==> src/rtl/dcsr_pkg.sv <==
package dcsr_pkg;
  localparam int unsigned STAGES = 8;
  localparam int unsigned NCLK   = 2;

  typedef enum logic {
    MODE_LOAD  = 1'b0,
    MODE_SHIFT = 1'b1
  } mode_e;
endpackage

==> src/rtl/dcsr_edge.sv <==
module dcsr_edge #(
  parameter int unsigned NCLK = 2
) (
  input  logic            clk,
  input  logic            rst_n,
  input  logic [NCLK-1:0] clk_in,
  output logic            rise
);
  logic [NCLK-1:0] clk_r;
  logic            comb_d;
  logic            comb;

  always_ff @(posedge clk) begin
    if (!rst_n) begin
      clk_r  <= '0;
      comb_d <= 1'b0;
    end else begin
      clk_r  <= clk_in;
      comb_d <= comb;
    end
  end

  assign comb = |clk_r;
  assign rise = comb & ~comb_d;

  // an edge pulse never lasts two cycles
  a_r8_single_pulse: assert property (@(posedge clk) disable iff (!rst_n)
    rise |=> !rise);

  // an input held high for two samples blocks any edge
  for (genvar k = 0; k < NCLK; k++) begin : g_inh
    a_r5_held_blocks: assert property (@(posedge clk) disable iff (!rst_n)
      (clk_r[k] && $past(clk_r[k])) |-> !rise);
  end
endmodule

==> src/rtl/dcsr_stages.sv <==
module dcsr_stages #(
  parameter int unsigned WIDTH = 8
) (
  input  logic             clk,
  input  logic             rst_n,
  input  logic             load_en,
  input  logic             shift_en,
  input  logic             ser_in,
  input  logic [WIDTH-1:0] par_in,
  output logic [WIDTH-1:0] stg_q
);
  logic [WIDTH-1:0] shift_src;

  assign shift_src = {stg_q[WIDTH-2:0], ser_in};

  for (genvar i = 0; i < WIDTH; i++) begin : g_stage
    always_ff @(posedge clk) begin
      if (!rst_n)        stg_q[i] <= 1'b0;
      else if (load_en)  stg_q[i] <= par_in[i];
      else if (shift_en) stg_q[i] <= shift_src[i];
    end
  end

  // load copies the parallel word
  a_r1_load: assert property (@(posedge clk) disable iff (!rst_n)
    load_en |=> (stg_q == $past(par_in)));

  // shift moves one place, serial bit into stage A
  a_r4_shift: assert property (@(posedge clk) disable iff (!rst_n)
    (!load_en && shift_en) |=>
      (stg_q == {$past(stg_q[WIDTH-2:0]), $past(ser_in)}));

  // nothing changes without load or shift
  a_r6_hold: assert property (@(posedge clk) disable iff (!rst_n)
    (!load_en && !shift_en) |=> $stable(stg_q));
endmodule

==> src/rtl/dual_clk_shreg.sv <==
module dual_clk_shreg
  import dcsr_pkg::*;
#(
  parameter int unsigned WIDTH = STAGES
) (
  input  logic             clk,
  input  logic             rst_n,
  input  logic             shift_load_n,
  input  logic             clk_a,
  input  logic             clk_b,
  input  logic             ser_in,
  input  logic [WIDTH-1:0] par_in,
  output logic             q_ser,
  output logic             q_ser_n
);
  localparam int unsigned LAST = WIDTH - 1;

  mode_e            mode;
  logic             rise;
  logic             load_en;
  logic             shift_en;
  logic [WIDTH-1:0] stg_q;

  assign mode     = mode_e'(shift_load_n);
  assign load_en  = (mode == MODE_LOAD);
  assign shift_en = (mode == MODE_SHIFT) && rise;

  dcsr_edge #(.NCLK(NCLK)) u_edge (
    .clk    (clk),
    .rst_n  (rst_n),
    .clk_in ({clk_b, clk_a}),
    .rise   (rise)
  );

  dcsr_stages #(.WIDTH(WIDTH)) u_stages (
    .clk      (clk),
    .rst_n    (rst_n),
    .load_en  (load_en),
    .shift_en (shift_en),
    .ser_in   (ser_in),
    .par_in   (par_in),
    .stg_q    (stg_q)
  );

  assign q_ser   = stg_q[LAST];
  assign q_ser_n = ~stg_q[LAST];

  // reset clears the output stage
  a_r10_reset: assert property (@(posedge clk)
    !rst_n |=> (!q_ser && q_ser_n));

  // the two outputs always differ
  a_r7_complement: assert property (@(posedge clk) disable iff (!rst_n)
    q_ser != q_ser_n);
endmodule

==> config.mk <==
export PLATFORM = sky130hd
export DESIGN_NAME = dual_clk_shreg
export DESIGN_NICKNAME = d
export VERILOG_FILES = /design/src/rtl/dcsr_pkg.sv /design/src/rtl/dcsr_edge.sv /design/src/rtl/dcsr_stages.sv /design/src/rtl/dual_clk_shreg.sv
export SDC_FILE = /design/constraint.sdc
export NUM_CORES = 1
export LEC_CHECK = 0
export BUFFER_PORTS_ARGS = -buffer_cell sky130_fd_sc_hd__clkbuf_2
export CELL_PAD_IN_SITES_DETAIL_PLACEMENT = 1
export CELL_PAD_IN_SITES_GLOBAL_PLACEMENT = 1
export CORE_MARGIN = 5
export CORE_UTILIZATION = 39
export DETAILED_ROUTE_END_ITERATION = 16
export PLACE_DENSITY_LB_ADDON = 0.1
export SYNTH_ARGS = -nofsm -noshare
export SYNTH_HDL_FRONTEND = slang
export SYNTH_HIERARCHICAL = 1
export SYNTH_SLANG_ARGS = --single-unit
==> constraint.sdc <==
create_clock -name clk -period 4 [get_ports clk]
set_input_delay 0.6 -clock clk [delete_from_list [all_inputs] [get_ports clk]]
set_output_delay 0.6 -clock clk [all_outputs]
set_load 0.05 [all_outputs]
==> results.toml, run 1 <==
[run_status]
status = "finished clean"

[setup_path]
r2r-start = "u_edge/comb_d"
worstReg2RegEnd = "u_stages/stg_q[2]"
timing.critical_path.from = "u_edge/comb_d"
crit_arrival_ps = 1730
crit_path_max_fanout = 8
cp-endpoint = "u_stages/stg_q[2]"
worst-r2r-setup-slack_ps = 2430
endpoint_kind = "flip-flop"
setup.worst_path.class = "reg -> reg"
timing.critical_path.from_type = "flip-flop"
worst_ep_required_ps = 4160
worst-r2r-cell-count = 4

[power]
total_leakage_power_nw = 0.369
maximum_vdd_drop_v = 0.000190
powerDensity_nw_per_um2 = 374

[clocking]
cell_chosen_for_the_clock_root = "clkbuf_4"
cts_htree_levels = 1
cts_tree = "built"
hold_buffers = 0
clk_pin_slew_worst_paths_ps = 70
clock-sinks = 11
cts_buffers = 3
cts-root-to-sink-buffers = 2
worst_skew_pair.late_latency_ps = 260
cts.repair.resized = 0
postCtsSetupBuffers = 0

[logic_synthesis]
synth_seq_area_share = 0.405
synth_nets = 59
synth.most_common_cell = "dfxtp_1"
netlist_top_cells_area = "dfxtp_1 40%, mux2_4 22%, o211a_1 15%"
synth_top_cells_by_count = "11 x dfxtp_1, 8 x mux2_4, 8 x o211a_1, 8 x or2b_1, 3 x and2_1"
yosysTopAreaCell = "dfxtp_1"
synth_ff_type = "dfxtp_1"
yosys.area.top_type_share = 0.405
mappedNetlistArea_um2 = 544
synth_cells = 45
asyncSetResetFlopFracSynth = 0
synth_seq_cells = 11
warnings_from_yosys = 6
count_of_flip_flops_with_a_built_in_enable_after_synthesis = 0
synth.avg_cell_area_um2 = 12.1
yosysUniqueCellTypes = 11

[timing]
hold_violations = 0
setup_repair_after_global_routing_missed_its_margin = "false"
max_slew.worst_pin.slew_ps = 504
maxSlewViolCount = 0
final_min_period_over_clock_period = 0.393
tns_ps = 0
finalCriticalPeriod_ps = 1570
fin_clk_skew_ps = 5.40
timing.fmax_mhz = 636
worst_slew_margin_rel = 0.664
final-setup-viol-count = 0

[global_routing]
grt_max_degree = 17
global_route.overflow_total = 0
globalRouteTotalUtil = 0.107
grt_pass1_wl_mm = 1.68
first_global_vias = 412
grt_antenna_before_repair = 0

[route]
firstDrtPassIters = 4
detailroute.via_count = 379
route.detailed.drc = 0
detail_route.wirelength_mm = 1.03
wl_per_cell_um = 13.5
vias_per_cell = 4.99
first_iter_violations = 10
drt.antenna.violating_nets = 0

[floorplanning]
floorplan.initialDensity = 0.413
core_um2 = 1320
die-area_um2 = 2240
die_height_um = 47.4
floorplan.io_pins = 16
cell_row_count = 13
die_w_um = 47.4

[placed_design]
port_buffers = 15
post-dp-hpwl_um = 811
dp_cells = 72
gpl.final_weighted_congestion = 0.619

[finish]
multi_input_gate_area_in_the_final_layout_um2 = 297
ff_latch_area_um2 = 220
drive_gt1_frac = 0.426
antenna_cells = 0
layout.cells.non_filler = 76
final_nets = 76
area_growth_pct = 18.4
fillerInstances = 145

[hold_path]
min-delay-path-class = "reg -> reg"

[flow_run]
max_cap_violations = 0
layout by cell type (no fill, tap or decap):
| cell type | netlist | layout |
|---|---|---|
| o21ba_1 | 1 | 1 |
| o211a_1 | 8 | 8 |
| inv_1 | 2 | 2 |
| clkbuf_4 | 0 | 3 |
| o21a_1 | 1 | 1 |
| and2_1 | 3 | 3 |
| clkbuf_2 | 0 | 15 |
| dfxtp_1 | 11 | 11 |
| clkbuf_1 | 0 | 1 |
| mux2_4 | 8 | 8 |
| or2b_1 | 8 | 8 |
registers in the layout (all words and copies together), names as in the netlist:
| name | flops |
|---|---|
| u_stages/stg_q | 8 |
| u_edge/comb_d | 1 |
| u_edge/clk_r | 2 |
cell families (layout without fill, tap and decap cells):
group | Yosys count | count (layout) | synth area share
flops | 11 | 11 | 0.405
simple gates | 11 | 11 | 0.145
mux | 8 | 8 | 0.221
buf+inv | 5 | 21 | 0.0506
compound gates | 10 | 10 | 0.179
worst max-delay path: stages, from the launching register on:
cell     delay [ps]
dfxtp_1         300
o21ba_1         190
and2_1          440
mux2_4          350
o211a_1         200
area by class of cell:
type | count | share of cell area
multi-input cells | 29 | 0.460
clock buffers | 4 | 0.0408
repair buffers | 15 | 0.117
flip-flops and latches | 11 | 0.342
well taps | 15 | 0.0291
inverters | 2 | 0.0117
routing by layer:
layer	track usage	part of all wire	up-vias
met2	0.187	0.52	11
li1	-	-	187
met4	0.0331	0	0
met5	0	0	-
met3	0.0383	0.062	0
met1	0.121	0.42	181
worst min-delay path by stage:
stage                          from  cells after the start       endpoint
CTS                 u_edge/clk_r[0]                      1  u_edge/comb_d
global placement    u_edge/clk_r[0]                      1  u_edge/comb_d
floorplan           u_edge/clk_r[0]                      1  u_edge/comb_d
global route        u_edge/clk_r[0]                      1  u_edge/comb_d
detailed placement  u_edge/clk_r[0]                      1  u_edge/comb_d
finish              u_edge/clk_r[0]                      1  u_edge/comb_d
through the flow:
step,utilization,power (mW),hold WS (ps),instance area [um2],setup WS [ps]
2_1_floorplan,-,0.158,429,544,2420
3_3_place_gp,0.469,0.166,437,618,2240
3_5_place_dp,0.469,0.169,445,618,2200
4_1_cts,0.489,0.244,466,644,2420
5_1_grt,0.489,0.253,489,644,2350
6_report,0.489,0.241,462,644,2430
where the power goes:
part / switching [mW] / total, mW / internal (mW)
logic: 0.0186 / 0.0440 / 0.0254
clock network: 0.0366 / 0.0751 / 0.0385
registers: 0.00430 / 0.122 / 0.117
(Power assumes the default switching activity.)
==> run 2, diff against run 1 <==
Settings changed: CORE_UTILIZATION 39 to 33.
Clock period 4 ns to 1.4 ns, I/O delays scaled along.
==> run 2 against run 1 <==
Power grew to 2.9 times the previous value. Final cell count is 2.6% higher. Critical path type unchanged. Sequential cell count stayed put. Via count is 1.6% higher. Combinational power grew to 2.9 times the previous value. Clock-buffer cell count stayed put. Non-clock buffer count is 1 higher. Sequential share of layout area is 0.46 points lower. Global-route usage is 1.4 points lower. Sequential power grew to 2.8 times the previous value. Register-to-register slack worse by 2400 ps.
==> results.toml, run 2 (synthesized netlist as in run 1, its figures left out) <==
[run_status]
status = "finished clean"

[timing]
fin_clk_skew_ps = 0.748
hold_violations = 0
fin_hold_ws_ps = 130
max_slew.worst_pin.slew_ps = 351
worst_slew_margin_rel = 0.766
final-setup-viol-count = 0
maxSlewViolCount = 0
finalCriticalPeriod_ps = 1350
setup_repair_after_global_routing_missed_its_margin = "false"
timing.fmax_mhz = 738
tns_ps = 0
setup_ws_ps = 45.7
final_min_period_over_clock_period = 0.967

[floorplanning]
cell_row_count = 14
die-area_um2 = 2560
floorplan.initialDensity = 0.353
floorplan.io_pins = 16
core_um2 = 1540
die_w_um = 50.6
die_height_um = 50.6

[hold_path]
worstHoldStart = "clk_a"
min-delay-path-class = "in -> reg"
min_to = "u_edge/clk_r[0]"
holdPathStages = 2

[power]
sw_frac_of_total = 0.255
combPwrFrac = 0.184
power.sequential.fraction = 0.496
power.clock.fraction = 0.321
p_sw_uw = 178
powerDensity_nw_per_um2 = 1070
total_leakage_power_nw = 0.375
intPower_uw = 521
maximum_vdd_drop_v = 0.000435

[finish]
fillerInstances = 182
most_common_cell_after_layout_fill_and_taps_aside = "clkbuf_2"
flip_flop_count_of_the_largest_register_after_layout = 8
commonest_cells_after_routing_fill_and_taps_aside = "15 x clkbuf_2, 10 x dfxtp_1, 8 x mux2_4, 8 x or2b_1, 8 x o211a_1"
drive_gt1_frac = 0.468
layout.cells.non_filler = 78
reg_top3 = "u_stages/stg_q x8, u_edge/clk_r x2, u_edge/comb_d x1"
antenna_cells = 0
fin_util = 0.426
final_nets = 77
area_growth_pct = 20.7
largest-register = "u_stages/stg_q"

[setup_path]
timing.critical_path.from_type = "flip-flop"
worstPathCellList = "o21ba_1, and2_4, mux2_4, o211a_1"
cell_class_contributing_the_biggest_share_of_worst_path_delay = "compound AO/OA/AOI/OAI gates"
r2r-start = "u_edge/comb_d"
worst-r2r-setup-slack_ps = 50
cp.buffers_inverters = 0
worstReg2RegEnd = "u_stages/stg_q[7]"
worst-r2r-cell-count = 4
endpoint_kind = "flip-flop"
critical-path-max-stage-delay_ps = 310
crit_arrival_ps = 1520
worst_ep_required_ps = 1570
cp_slowest_cell = "mux2_4"
setup.worst_path.class = "reg -> reg"
crit_path_max_fanout = 8

[global_routing]
global_routing_s_busiest_layer = "met2"
groute.layer.met1.usage = 0.109
met3_demand_to_capacity_share_in_global_routing = 0.0414
grt_pass1_wl_mm = 1.75
grtUsageMet2 = 0.124
first_global_vias = 402
global_route.overflow_total = 0
grt_max_degree = 16
globalRouteTotalUtil = 0.0939
grt_antenna_before_repair = 0

[route]
firstDrtPassIters = 2
first_iter_violations = 5
vias_per_cell = 4.94
drt.antenna.violating_nets = 0
route.detailed.drc = 0
detailroute.via_count = 385
wl_per_cell_um = 13.0
detail_route.wirelength_mm = 1.02

[placed_design]
dp_cells = 75
preCtsSetupSlack_ps = -5.06
port_buffers = 15
post-dp-hpwl_um = 763
gpl.final_weighted_congestion = 0.620

[clocking]
worst_skew_pair.late_latency_ps = 270
cts_buffers = 3
cts_htree_levels = 1
clock-sinks = 11
cts-root-to-sink-buffers = 2
cell_chosen_for_the_clock_root = "clkbuf_4"
cts_tree = "built"
clk_pin_slew_worst_paths_ps = 70
postCtsSetupBuffers = 0

[flow_run]
max_cap_violations = 0
==> run 2: cell count changes in the layout (fill, tap and decap cells not counted) <==
| cell | change |
|---|---|
| and2_1 | -1 |
| dfxtp_2 | +1 |
| and2_4 | +1 |
| buf_4 | +1 |
| dfxtp_1 | -1 |
==> run 2: worst max path at each step <==
stage,from,slack [ps],endpoint,cells past startpoint
floorplan,u_edge/clk_r[1],70,u_stages/stg_q[0],5
global placement,u_edge/clk_r[1],10,u_stages/stg_q[6],5
detailed placement,u_edge/clk_r[1],-5,u_stages/stg_q[5],5
CTS,u_edge/clk_r[1],9,u_stages/stg_q[7],5
global route,u_edge/comb_d,7,u_stages/stg_q[6],4
finish,u_edge/comb_d,50,u_stages/stg_q[7],4
==> run 2: final cells by class <==
cell class,instances,area (um2),share of cell area
tap,16,20.0,0.0305
inverter,2,7.51,0.0114
clock buffer,4,26.3,0.0400
timing repair buffer,16,82.6,0.126
sequential,11,221,0.337
multi-input combinational,29,299,0.455
==> run 2: worst reg2reg max path: cells and delay by family, from the launching register on <==
| kind | cells | cell delay [ps] |
|---|---|---|
| AND/OR/NAND/NOR | 1 | 230 |
| AO/OA/AOI/OAI | 2 | 400 |
| multiplexers | 1 | 320 |
| flip-flops | 1 | 300 |
==> run 2: power groups by stage <==
stage	sequential [mW]	combinational (mW)	clock, mW
final	0.347	0.128	0.225
after global routing	0.350	0.140	0.244
after CTS	0.347	0.139	0.237
after detailed placement	0.354	0.136	0
after global placement	0.354	0.135	0
after floorplan	0.358	0.0922	0
==> run 2: per-layer routing <==
layer,vias to the layer above,part of all wire
met2,16,0.40
met5,-,0
met1,175,0.49
met3,4,0.072
met4,0,0.035
li1,190,-
==> run 2: stage by stage <==
| stage | total power, mW | instance area (um2) |
|---|---|---|
| 2_1_floorplan | 0.450 | 544 |
| 3_3_place_gp | 0.489 | 647 |
| 3_5_place_dp | 0.490 | 647 |
| 4_1_cts | 0.723 | 676 |
| 5_1_grt | 0.734 | 657 |
| 6_report | 0.700 | 657 |
==> run 2: what timing repair did <==
| item | CTS | global route |
|---|---|---|
| gates resized for setup | 1 | 1 |
| hold buffers | 0 | 0 |
| endpoints found under the setup margin | 8 | 7 |
==> run 3, diff against run 2 <==
Settings changed: SETUP_SLACK_MARGIN set to 0.2.
Clock period 1.4 ns to 1.19 ns, I/O delays scaled along.
==> run 3 against run 2 <==
The run now ends with setup timing left. Critical endpoint is now u_stages/stg_q[2]. Global-route usage fell by 0.30 points. First-iteration DRC count fell by 60%. Power rose by 21%. Fmax fell by 0.89%. Via count rose by 0.78%. Sequential cell count did not move. Clock power rose by 13%. Clock-buffer cell count did not move. Clock skew rose by 2.6 ps. Register-to-register slack got worse by 220 ps. Highest routed layer unchanged. Wire length fell by 1.4%. Design area rose by 9.9%.
==> results.toml, run 3 (synthesized netlist as in run 1, its figures left out) <==
[timing]
finalCriticalPeriod_ps = 1370
max_slew.worst_pin.slew_ps = 208
final-setup-viol-count = 8
timing.fmax_mhz = 732
tns_ps = -1370
final_min_period_over_clock_period = 1.15
setup_repair_after_global_routing_missed_its_margin = "true"
worst_slew_margin_rel = 0.862
hold_violations = 0
fin_clk_skew_ps = 3.31
maxSlewViolCount = 0
setup_ws_ps = -176

[route]
wl_per_cell_um = 12.7
detailroute.via_count = 388
route.detailed.drc = 0
firstDrtPassIters = 2
vias_per_cell = 4.91
detail_route.wirelength_mm = 1.00
drt.antenna.violating_nets = 0
first_iter_violations = 2

[floorplanning]
core_um2 = 1540
cell_row_count = 14
floorplan.initialDensity = 0.353
die_height_um = 50.6
die-area_um2 = 2560
die_w_um = 50.6
floorplan.io_pins = 16

[hold_path]
min-delay-path-class = "in -> reg"
worstHoldStart = "clk_a"
holdPathStages = 2
min_to = "u_edge/clk_r[0]"

[placed_design]
port_buffers = 15
gpl.final_weighted_congestion = 0.647

[power]
maximum_vdd_drop_v = 0.000578
powerDensity_nw_per_um2 = 1170
design_power_total_uw = 845
total_leakage_power_nw = 0.401

[finish]
most_common_cell_after_layout_fill_and_taps_aside = "clkbuf_2"
commonest_cells_after_routing_fill_and_taps_aside = "13 x clkbuf_2, 10 x dfxtp_1, 8 x mux2_4, 8 x or2b_1, 8 x o211a_1"
drive_gt1_frac = 0.492
ff_latch_area_um2 = 224
final_nets = 78
fillerInstances = 175
flip_flop_count_of_the_largest_register_after_layout = 8
largest-register = "u_stages/stg_q"
reg_top3 = "u_stages/stg_q x8, u_edge/clk_r x2, u_edge/comb_d x1"
antenna_cells = 0
multi_input_gate_area_in_the_final_layout_um2 = 299
area_growth_pct = 32.6

[global_routing]
first_global_vias = 403
grt_pass1_wl_mm = 1.68
grt_max_degree = 17
global_route.overflow_total = 0
globalRouteTotalUtil = 0.0909
grt_antenna_before_repair = 0

[setup_path]
crit_path_max_fanout = 8
critical-path-max-stage-delay_ps = 300
crit_arrival_ps = 1530
endpoint_kind = "flip-flop"
worstReg2RegEnd = "u_stages/stg_q[2]"
cp_slowest_cell = "dfxtp_1"
worst_ep_required_ps = 1360
worst-r2r-cell-count = 5
worstPathCellList = "o21ba_1, and2_4, buf_12, mux2_4, o211a_1"
cell_class_contributing_the_biggest_share_of_worst_path_delay = "compound AO/OA/AOI/OAI gates"
r2r-start = "u_edge/comb_d"
cp.buffers_inverters = 1
worst-r2r-setup-slack_ps = -180
timing.critical_path.from_type = "flip-flop"
setup.worst_path.class = "reg -> reg"
timing.critical_path.from = "u_edge/comb_d"

[clocking]
hold_buffers = 0
cts_tree = "built"
postCtsSetupBuffers = 0
cts.repair.resized = 8
cts_htree_levels = 1
cell_chosen_for_the_clock_root = "clkbuf_4"
cts_buffers = 3
worst_skew_pair.late_latency_ps = 270
cts-root-to-sink-buffers = 2
clk_pin_slew_worst_paths_ps = 70
clock-sinks = 11

[flow_run]
max_cap_violations = 0

[run_status]
status = "finished, violations left"
violations_in_the_final_reports = "setup timing"
-- run 3: cell types whose count changed in the layout (fill, tap and decap cells not counted) --
cell,previous run,this run
clkbuf_2,15,13
clkbuf_16,0,1
dfxtp_4,0,1
dfxtp_2,1,0
buf_12,0,2
buf_8,0,1
buf_4,1,0
inv_2,0,1
inv_1,2,1
-- run 3: worst max-delay path by stage --
| stage | cells past startpoint | endpoint |
|---|---|---|
| detailed placement | 5 | u_stages/stg_q[6] |
| global placement | 5 | u_stages/stg_q[6] |
| CTS | 5 | u_stages/stg_q[4] |
| global route | 5 | u_stages/stg_q[7] |
| finish | 5 | u_stages/stg_q[2] |
| floorplan | 5 | u_stages/stg_q[0] |
-- run 3: area by class of cell --
cell class | instances | share of cell area
multi-input combinational | 29 | 0.414
sequential | 11 | 0.310
timing repair buffer | 17 | 0.201
clock buffer | 4 | 0.0364
tap | 16 | 0.0277
inverter | 2 | 0.0104
-- run 3: routing by layer --
layer  vias to the layer above  global-route usage  wire length, um
li1                        193                   -                -
met1                       176               0.111              459
met2                        16               0.122              430
met3                         3              0.0355               83
met4                         0              0.0766               28
met5                         -                   0                0
-- run 3: report_power, final --
part	leakage [nW]	total, mW	internal [mW]	switching (mW)
clock network	0.0150	0.254	0.130	0.125
registers	0.0921	0.410	0.394	0.0158
logic	0.294	0.180	0.115	0.0650
total	0.401	0.845	0.639	0.205
-- run 3: metrics by stage --
stage | instance area, um2 | utilization | setup slack [ps] | cells | hold WS [ps]
6_report | 722 | 0.468 | -176 | 79 | 104
5_1_grt | 722 | 0.468 | -216 | 79 | 98.5
2_1_floorplan | 544 | - | -129 | 45 | 296
3_3_place_gp | 659 | 0.428 | -179 | 75 | 380
4_1_cts | 718 | 0.466 | -187 | 79 | 93.6
3_5_place_dp | 659 | 0.428 | -194 | 75 | 382
